**config.mk**
```make
export PLATFORM = sky130hd
export DESIGN_NAME = uid_fetch
export DESIGN_NICKNAME = d
export VERILOG_FILES = /design/src/rtl/uidf_pkg.sv /design/src/rtl/uidf_sclk_gen.sv /design/src/rtl/uidf_byte_shift.sv /design/src/rtl/uidf_id_capture.sv /design/src/rtl/uid_fetch.sv
export SDC_FILE = /design/constraint.sdc
export NUM_CORES = 1
export LEC_CHECK = 0
export ABC_AREA = 0
export BUFFER_PORTS_ARGS = -buffer_cell sky130_fd_sc_hd__buf_2
export CAP_MARGIN = 5
export CORE_AREA = 2 2 123 125
export CTS_CLUSTER_DIAMETER = 120
export DETAILED_ROUTE_END_ITERATION = 10
export DIE_AREA = 0 0 125 127
export PLACE_DENSITY = 0.71
export SLEW_MARGIN = 15
export SYNTH_ARGS = -nofsm -noshare
export SYNTH_HDL_FRONTEND = slang
export SYNTH_SLANG_ARGS = --single-unit
```
**constraint.sdc**
```tcl
create_clock -name clk -period 3.7 [get_ports clk]
set_input_delay 0.185 -clock clk [delete_from_list [all_inputs] [get_ports clk]]
set_output_delay 0.185 -clock clk [all_outputs]
set_load 0.005 [all_outputs]
```
**src/rtl/uidf_pkg.sv**
```systemverilog
package uidf_pkg;

  // Sequencer states of the ID fetcher
  typedef enum logic [2:0] {
    ST_IDLE  = 3'd0,  // waiting for start
    ST_REQ   = 3'd1,  // bus requested, waiting for grant
    ST_SETUP = 3'd2,  // chip select low, first bit settling
    ST_XFER  = 3'd3,  // serial clock running
    ST_CSUP  = 3'd4   // chip select back high, about to release
  } uidf_state_e;

endpackage

```
**src/rtl/uidf_sclk_gen.sv**
```systemverilog
module uidf_sclk_gen #(
  parameter int HALF = 2
) (
  input  logic clk,
  input  logic rst_n,
  input  logic run,
  input  logic toggle,
  output logic tick,
  output logic sclk,
  output logic rise_evt,
  output logic fall_evt
);

  localparam int CW = (HALF > 1) ? $clog2(HALF) : 1;

  logic [CW-1:0] cnt;
  logic          sclk_q;

  always_ff @(posedge clk or negedge rst_n) begin
    if (!rst_n) begin
      cnt <= '0;
    end else if (!run) begin
      cnt <= '0;
    end else if (cnt == CW'(HALF - 1)) begin
      cnt <= '0;
    end else begin
      cnt <= cnt + 1'b1;
    end
  end

  assign tick     = run && (cnt == CW'(HALF - 1));
  assign rise_evt = tick && toggle && !sclk_q;
  assign fall_evt = tick && toggle &&  sclk_q;

  always_ff @(posedge clk or negedge rst_n) begin
    if (!rst_n) begin
      sclk_q <= 1'b0;
    end else if (!run) begin
      sclk_q <= 1'b0;
    end else if (tick && toggle) begin
      sclk_q <= ~sclk_q;
    end
  end

  assign sclk = sclk_q;

  // the serial clock rests low once the divider is stopped
  p_sclk_rest_low_r4: assert property (@(posedge clk) disable iff (!rst_n)
    !run |=> !sclk_q);

endmodule

```
**src/rtl/uidf_byte_shift.sv**
```systemverilog
module uidf_byte_shift #(
  parameter int         TOTAL = 13,
  parameter logic [7:0] CMD   = 8'h4B,
  localparam int        IW    = $clog2(TOTAL)
) (
  input  logic          clk,
  input  logic          rst_n,
  input  logic          load,
  input  logic          rise,
  input  logic          fall,
  input  logic          miso,
  output logic          mosi,
  output logic          byte_vld,
  output logic [7:0]    byte_val,
  output logic [IW-1:0] byte_idx,
  output logic          all_bits
);

  localparam int BITS = TOTAL * 8;
  localparam int BCW  = $clog2(BITS + 1);

  logic [7:0]     tx_sr;
  logic [6:0]     rx_sr;
  logic [BCW-1:0] rc;

  // transmit: command first, zeros shifted in behind it
  always_ff @(posedge clk or negedge rst_n) begin
    if (!rst_n) begin
      tx_sr <= '0;
    end else if (load) begin
      tx_sr <= CMD;
    end else if (fall) begin
      tx_sr <= {tx_sr[6:0], 1'b0};
    end
  end

  assign mosi = tx_sr[7];

  // receive: sample on rising edges, count bits
  always_ff @(posedge clk or negedge rst_n) begin
    if (!rst_n) begin
      rx_sr <= '0;
      rc    <= '0;
    end else if (load) begin
      rx_sr <= '0;
      rc    <= '0;
    end else if (rise) begin
      rx_sr <= {rx_sr[5:0], miso};
      rc    <= rc + 1'b1;
    end
  end

  assign byte_vld = rise && (rc[2:0] == 3'b111);
  assign byte_val = {rx_sr, miso};
  assign byte_idx = IW'(rc >> 3);
  assign all_bits = (rc == BCW'(BITS));

  // no rising edge beyond the fixed sequence length
  p_no_extra_rise_r4: assert property (@(posedge clk) disable iff (!rst_n)
    rise |-> (rc < BCW'(BITS)));

  // the transmit register only moves on falling edges or at load
  p_tx_on_fall_r3: assert property (@(posedge clk) disable iff (!rst_n)
    (!fall && !load) |=> $stable(tx_sr));

endmodule

```
**src/rtl/uidf_id_capture.sv**
```systemverilog
module uidf_id_capture #(
  parameter int  TOTAL = 13,
  parameter int  SKIP  = 5,
  parameter int  IDB   = 8,
  localparam int IW    = $clog2(TOTAL),
  localparam int W     = IDB * 8
) (
  input  logic          clk,
  input  logic          rst_n,
  input  logic          byte_vld,
  input  logic [7:0]    byte_val,
  input  logic [IW-1:0] byte_idx,
  input  logic          commit,
  output logic [W-1:0]  id_q
);

  logic [W-1:0] work;
  logic         keep;

  assign keep = byte_vld && (byte_idx >= IW'(SKIP));

  always_ff @(posedge clk or negedge rst_n) begin
    if (!rst_n) begin
      work <= '0;
    end else if (keep) begin
      work <= {work[W-9:0], byte_val};
    end
  end

  always_ff @(posedge clk or negedge rst_n) begin
    if (!rst_n) begin
      id_q <= '0;
    end else if (commit) begin
      id_q <= work;
    end
  end

  // a kept byte never comes from beyond the sequence
  p_keep_in_range_r6: assert property (@(posedge clk) disable iff (!rst_n)
    keep |-> (byte_idx < IW'(TOTAL)));

endmodule

```
**src/rtl/uid_fetch.sv**
```systemverilog
module uid_fetch
  import uidf_pkg::*;
#(
  parameter int         SCLK_HALF   = 2,
  parameter logic [7:0] CMD_BYTE    = 8'h4B,
  parameter int         DUMMY_BYTES = 4,
  parameter int         ID_BYTES    = 8
) (
  input  logic                  clk,
  input  logic                  rst_n,
  input  logic                  start,
  output logic                  bus_req,
  input  logic                  bus_gnt,
  output logic                  sclk,
  output logic                  mosi,
  output logic                  cs_n,
  input  logic                  miso,
  output logic                  done,
  output logic [ID_BYTES*8-1:0] id_out
);

  localparam int SKIP  = 1 + DUMMY_BYTES;
  localparam int TOTAL = SKIP + ID_BYTES;
  localparam int IW    = $clog2(TOTAL);

  uidf_state_e st;

  logic          tick, rise_evt, fall_evt;
  logic          run, toggle, load, commit, all_bits;
  logic          byte_vld;
  logic [7:0]    byte_val;
  logic [IW-1:0] byte_idx;

  assign run    = (st == ST_SETUP) || (st == ST_XFER);
  assign toggle = (st == ST_XFER);
  assign load   = (st == ST_REQ) && bus_gnt;
  assign commit = (st == ST_CSUP);

  always_ff @(posedge clk or negedge rst_n) begin
    if (!rst_n) begin
      st      <= ST_IDLE;
      bus_req <= 1'b0;
      cs_n    <= 1'b1;
      done    <= 1'b0;
    end else begin
      done <= 1'b0;
      unique case (st)
        ST_IDLE: if (start) begin
          st      <= ST_REQ;
          bus_req <= 1'b1;
        end
        ST_REQ: if (bus_gnt) begin
          st   <= ST_SETUP;
          cs_n <= 1'b0;
        end
        ST_SETUP: if (tick) st <= ST_XFER;
        ST_XFER: if (fall_evt && all_bits) begin
          st   <= ST_CSUP;
          cs_n <= 1'b1;
        end
        ST_CSUP: begin
          st      <= ST_IDLE;
          bus_req <= 1'b0;
          done    <= 1'b1;
        end
        default: st <= ST_IDLE;
      endcase
    end
  end

  uidf_sclk_gen #(.HALF(SCLK_HALF)) u_clk (
    .clk      (clk),
    .rst_n    (rst_n),
    .run      (run),
    .toggle   (toggle),
    .tick     (tick),
    .sclk     (sclk),
    .rise_evt (rise_evt),
    .fall_evt (fall_evt)
  );

  uidf_byte_shift #(.TOTAL(TOTAL), .CMD(CMD_BYTE)) u_shift (
    .clk      (clk),
    .rst_n    (rst_n),
    .load     (load),
    .rise     (rise_evt),
    .fall     (fall_evt),
    .miso     (miso),
    .mosi     (mosi),
    .byte_vld (byte_vld),
    .byte_val (byte_val),
    .byte_idx (byte_idx),
    .all_bits (all_bits)
  );

  uidf_id_capture #(.TOTAL(TOTAL), .SKIP(SKIP), .IDB(ID_BYTES)) u_cap (
    .clk      (clk),
    .rst_n    (rst_n),
    .byte_vld (byte_vld),
    .byte_val (byte_val),
    .byte_idx (byte_idx),
    .commit   (commit),
    .id_q     (id_out)
  );

  // chip select only drops after a grant was seen
  p_grant_first_r2: assert property (@(posedge clk) disable iff (!rst_n)
    $fell(cs_n) |-> ($past(bus_gnt) && bus_req));

  // no serial clock edge outside chip select
  p_sclk_in_cs_r5: assert property (@(posedge clk) disable iff (!rst_n)
    $rose(sclk) |-> !cs_n);

  // bus released only after chip select has been high a cycle
  p_release_after_cs_r7: assert property (@(posedge clk) disable iff (!rst_n)
    $fell(bus_req) |-> (cs_n && $past(cs_n) && done));

  // done is a single-cycle pulse
  p_done_pulse_r8: assert property (@(posedge clk) disable iff (!rst_n)
    done |=> !done);

  // ID output moves only together with done
  p_id_hold_r8: assert property (@(posedge clk) disable iff (!rst_n)
    !$stable(id_out) |-> done);

endmodule

```
Yosys cells after proc, flatten, opt, wreduce, memory -nomap -nowiden:

Index checks and enable logic that the tools add are counted.

* output and inout port bits: 69
* register bits: 158
* input port bits: 5
* word-level logic and storage cells: 65

* reduce and logical (&&, ||, !) cells: 18
* equal/unequal tests: 11
* $add $sub $neg: 2
* mux-type cells: 21
* bitwise operators: 1
* order comparisons: 1

Operators by type and width (count)
* $mux W7: 4
* $mux W8: 2
* $mux W3: 4
* $pmux W3 S4: 1
* $logic_and A1 B1 Y1: 8
* $mux W1: 8
* $ne A2 B2 Y1 const B: 4
* $reduce_bool A2 Y1: 4
* $add A7 B1 Y7 const B: 1
* $eq A7 B7 Y1 const B: 1
* $eq A3 B2 Y1 const B: 2
* $eq A3 B3 Y1 const B: 2
* $ge A4 B3 Y1 const B: 1
* $pmux W1 S2: 2
* $reduce_and A4 Y1: 1
* $eq A3 B1 Y1 const B: 1
* $logic_not A3 Y1: 1
* $reduce_and A3 Y1: 1
* $ne A2 B1 Y1 const B: 1
* $reduce_and A2 Y1: 1
* $add A1 B1 Y1 const B: 1
* $logic_not A1 Y1: 1
* $logic_or A1 B1 Y1: 1
* $not A1 Y1: 1

Logic depth before layout (Yosys ltp):

* depth in word-level cells: 8
* gate-level depth with buffers: 6
* depth with buffers taken out: 5

By module:

A second synthesis with hierarchy kept.

* cell total of the unflattened synthesis: 400
* area, all modules: 6189.7 µm²

Modules (own cells, without submodules)
* uidf_id_capture: seq. area each 3203.1 µm², times used 1, cells each 271, area each 4762.1 µm²
* uidf_byte_shift: seq. area each 550.5 µm², times used 1, cells each 92, area each 1022.2 µm²
* uid_fetch: seq. area each 151.4 µm², times used 1, cells each 27, area each 309.0 µm²
* uidf_sclk_gen: seq. area each 50.0 µm², times used 1, cells each 10, area each 96.3 µm²

Least setup slack after synthesis:

OpenSTA, ideal clock, no wires.

* path kind: register to register
* start point: register st[2]
* end point: register u_cap.work[0]
* stages on the path, launching flop included: 6
* slack: 2.030 ns
* period minus slack after synthesis: 1.670 ns
* library setup time: 0.125 ns
* path buffers: 2
* arrival time: 1.545 ns
* data required time: 3.575 ns
* path through: dfrtp_1 -> and4b_1 -> buf_4 -> o2111ai_4 -> buf_6 -> mux2_4

* word-level cells in the longest chain between the ends: 7
* elaborated cells between the ends (all ways): 8
* those cells by class: 2 x eq/ne; 6 x reduce/logical

Ends and longest elaborated chain
* start: declaration: line uid_fetch.sv:26 `uidf_state_e st;`
* start signal: assignment: line uid_fetch.sv:41 `st <= ST_IDLE;`
* start signal: assignment: line uid_fetch.sv:49 `st <= ST_REQ;`
* start signal: assignment: line uid_fetch.sv:53 `st <= ST_SETUP;`
* $eq A3 B2 Y1, on equally long branches: line uid_fetch.sv:34, uid_fetch.sv:35
* $logic_or A1 B1 Y1: line uid_fetch.sv:34 `assign run = (st == ST_SETUP) || (st == ST_XFER);`
* $logic_and A1 B1 Y1: line uidf_sclk_gen.sv:31 `assign tick = run && (cnt == CW'(HALF - 1));`
* $logic_and A1 B1 Y1 * (2 in a row): line uidf_sclk_gen.sv:32 `assign rise_evt = tick && toggle && !sclk_q;`
* $logic_and A1 B1 Y1 *: line uidf_byte_shift.sv:53 `assign byte_vld = rise && (rc[2:0] == 3'b111);`
* $logic_and A1 B1 Y1 *: line uidf_id_capture.sv:20 `assign keep = byte_vld && (byte_idx >= IW'(SKIP));`
* end signal: assignment: line uidf_id_capture.sv:26 `work <= {work[W-9:0], byte_val};`
* end: declaration: line uidf_id_capture.sv:17 `logic [W-1:0] work;`

Every way passes the cells marked *; elsewhere a longest branch is shown, timed or not.
A chain may end at the register's enable or synchronous reset.

Worst setup path after layout:

* start point: register u_clk.sclk_q, in the netlist u_clk.sclk
* end point: register u_cap.work[17]

* word-level cells in the longest chain between the ends: 4

Ends and longest elaborated chain
* start: declaration: line uidf_sclk_gen.sv:17 `logic sclk_q;`
* start signal: assignment: line uidf_sclk_gen.sv:41 `sclk_q <= ~sclk_q;`
* $logic_not A1 Y1: line uidf_sclk_gen.sv:32
* $logic_and A1 B1 Y1: line uidf_sclk_gen.sv:32
* $logic_and A1 B1 Y1: line uidf_byte_shift.sv:53
* $logic_and A1 B1 Y1: line uidf_id_capture.sv:20

No other way between the ends.

==> impl_results.md <==
* Worst IR Drop VDD at 0.000370 V
* Yosys reg bits at 158
* Clock transition at path regs at 0.06 ns
* Crit-path leading delay family: buffers and inverters
* Setup violators final at 0
* Number of setup buffers added after CTS at 0
* Tmin final at 2.54 ns
* Pre-antenna DRT Iters at 4
* DR iter-0 viols at 179
* Sw frac at 0.256
* Critical path arrival at 2.83 ns
* Routed vias/inst at 5.18
* Switching pwr at 0.00102 W
* Fin Setup TNS at 0 ns
* P&R area growth vs syn at 16.1%
* Overall Global Routing Usage at 0.151
* Placeable core region at 14,400 sq um
* Clock sinks at 158
* Period utilisation layout at 0.686
* Routed Antenna Nets at 0
* Finished Cell Area at 7400 sq um
* Yosys warns at 0
* MaxCap Viol Count at 0
* Antenna cells at 0
* Area of the multi-input gates at 2270 sq um
* Kind of critical path: flip-flop to flip-flop
* Clk_skew at 0.00742 ns
* Synthesized netlist cell count at 412
* Worst EP required at 3.99 ns
* Grt ovf at 0
* Fillers at 1,236
* # nets final at 492
* Hpwl dp at 7130 microns
* Measured slew at the worst slew-check pin at 0.926 ns
* Post-Syn Nets at 420
* CTS Buffer Depth at 2
* Rel. slew slack at 0.382
* Tot Pwr at 0.00399 W
* PostCTS Resize Cnt at 0
* Final WL at 11,400 microns
* Fin worst setup slack at 1.16 ns
* Layout cells sized above 1 at 0.473
* Vias in the first global route at 3,608
* Max-slew violations at 0
* Cell variety after synth at 34
* Sequential Power Share at 0.507
* Non-filler cells, final at 677
* Die Span Y at 127 microns
* CP max stage cell: dfrtp_1
* Initial antenna violation count at 0
* Final hold vios at 0
* Clk network pwr share at 0.386
* Post-route DRC at 0
* Ports at 74
* Status: completed
* # rows at 44
* Largest net degree at the start of global routing at 103
* CP Max Fanout at 64
* Critical path buffers and inverters at 2
* CTS Buf Count at 17
* Die footprint at 15,900 sq um
* Syn_area_per_cell at 15.5 sq um
* First-pass GRT wire length at 19,100 microns
* Wirelength per Cell at 16.8 microns
* Setup crit start kind: flip-flop
* Hold buffers post-CTS at 1
* Power per cell area at 539 nW/um^2
* Setup WS pre-CTS at 1.20 ns
* Max Fclk at 394 MHz
* Dpl cells at 648
* Critical path endpoint category: flip-flop
* Storage cell area at 3960 sq um
* H-tree depth at 4
* Comb power frac at 0.107
* Critical-path cell list: clkinv_1 > o2111ai_4 > buf_12 > mux2_2
* Sequential area share after synthesis at 0.620
* CP max stage delay at 0.74 ns
* RSZ-0062 raised after global routing: no
* Hold/Removal Path Class: input port to flip-flop
* Internal at 0.00297 W
* Worst skew pair latency at 0.41 ns
* CTS tree: done
* Gp weighted congestion at 0.774
* Vias at 3,507
* Post-Syn Area at 6380 sq um
* Leak at 3.96 nW
* PortBufs at 73
* Chip width at 125 microns
* Initial Util at 0.442
* Dpl cell area at 6880 sq um
* Clk root buf: clkbuf_16
-- placed cells by master, fill, tap and decap left out, types with 2 or more instances in the layout --
master     netlist  routed
a21oi_1         15      15
buf_2            9      72
buf_4            1       3
clkbuf_1         9       5
clkbuf_16        0      17
clkbuf_8         0       5
dfrtp_1        157     157
ha_1             3       3
inv_1            2       2
mux2_2          68      68
mux2_4          60      60
mux2i_1          2       2
nand2_1         10      10
nand2b_1         2       2
nand3_1         18      18
nand4b_1         2       2
nand4bb_1        2       2
nor2_1           8       8
o21a_1           2       2
o21ai_0         19      19
o31ai_1          2       2
or4_1            2       2
-- power groups by stage --
stage | clock, W | combinational [W] | sequential [W]
6_report | 0.00154 | 0.000428 | 0.00202
5_1_grt | 0.00166 | 0.000482 | 0.00204
4_1_cts | 0.00159 | 0.000433 | 0.00202
3_5_place_dp | 0 | 0.000429 | 0.00205
3_3_place_gp | 0 | 0.000406 | 0.00203
2_1_floorplan | 0 | 0.000364 | 0.00198
-- layer usage --
layer,part of all wire,track usage,vias up
met5,0,0,-
met4,0.0047,0.0412,0
met3,0.045,0.0494,5
met2,0.48,0.237,84
met1,0.47,0.204,1810
li1,-,-,1608
-- area by class of cell --
cell class,count,share of cell area
Sequential cell,158,0.534
Inverter,3,0.00152
Tap cell,184,0.0311
Multi-Input combinational cell,226,0.306
Clock inverter,1,0.000676
Clock buffer,27,0.0693
Timing Repair Buffer,78,0.0573
-- cell families after synthesis --
| family | share of synthesized area |
|---|---|
| AOI/OAI and AO/OA | 0.0369 |
| xor gates and xnor gates | 0.00137 |
| adders and majority gates | 0.00589 |
| buffers and inverters | 0.0259 |
| DFF | 0.620 |
| muxes | 0.264 |
| and+or+nand+nor | 0.0453 |
-- worst paths after layout --
check                           slack (ns)              to  cells past startpoint           start
worst max-delay path                  1.16  u_cap.work[17]                      4      u_clk.sclk
worst min-delay path                  0.03         bus_req                      3           start
worst max register to register        1.16  u_cap.work[17]                      4      u_clk.sclk
worst min register to register        0.50  u_cap.id_q[19]                      1  u_cap.id_q[19]
max in group asynchronous             2.29  u_cap.id_q[35]                      3           rst_n
min in group asynchronous             0.45            done                      2           rst_n
-- tightest hold or removal path, delay by kind of cell --
kind / cells / cell delay, ns
AND/OR/NAND/NOR: 1 / 0.07
AO/OA/AOI/OAI: 1 / 0.05
buffers and inverters: 1 / 0.09
-- synth_stat cells --
library cell | instances | share of area
dfrtp_1 | 157 | 0.62
mux2_2 | 68 | 0.12
mux2_4 | 60 | 0.14
o21ai_0 | 19 | 0.015
nand3_1 | 18 | 0.014
a21oi_1 | 15 | 0.012
nand2_1 | 10 | 0.0059
buf_2 | 9 | 0.0071
clkbuf_1 | 9 | 0.0053
nor2_1 | 8 | 0.0047
buf_6 | 6 | 0.011
ha_1 | 3 | 0.0059
inv_1 | 2 | 0.0012
mux2i_1 | 2 | 0.0031
nand2b_1 | 2 | 0.0020
nand4b_1 | 2 | 0.0027
nand4bb_1 | 2 | 0.0035
o21a_1 | 2 | 0.0024
o31ai_1 | 2 | 0.0024
or4_1 | 2 | 0.0024
and2_1 | 1 | 0.00098
and4b_1 | 1 | 0.0016
buf_4 | 1 | 0.0012
clkinv_1 | 1 | 0.00059
dfstp_2 | 1 | 0.0041
nand3b_1 | 1 | 0.0012
nor3_1 | 1 | 0.00078
nor4_1 | 1 | 0.00098
nor4_2 | 1 | 0.0020
nor4bb_1 | 1 | 0.0016
o2111ai_4 | 1 | 0.0041
o32ai_1 | 1 | 0.0014
or3_1 | 1 | 0.00098
xnor2_1 | 1 | 0.0014
-- sequential cells by signal (all words and copies together), names as in the netlist --
register,flops
u_cap.id_q,64
u_cap.work,64
u_shift.tx_sr,8
u_shift.rc,7
u_shift.rx_sr,7
st,3
bus_req,1
cs_n,1
done,1
u_clk.cnt,1
u_clk.sclk,1
-- metrics by stage --
step,utilization,hold slack (ns)
after CTS,0.513,0.0120
final,0.513,0.0325
after global routing,0.513,0.0261
after global placement,0.477,0.343
after floorplan,-,-0.111
after detailed placement,0.477,0.370
No activity file was read; power rests on OpenSTA's default activity.
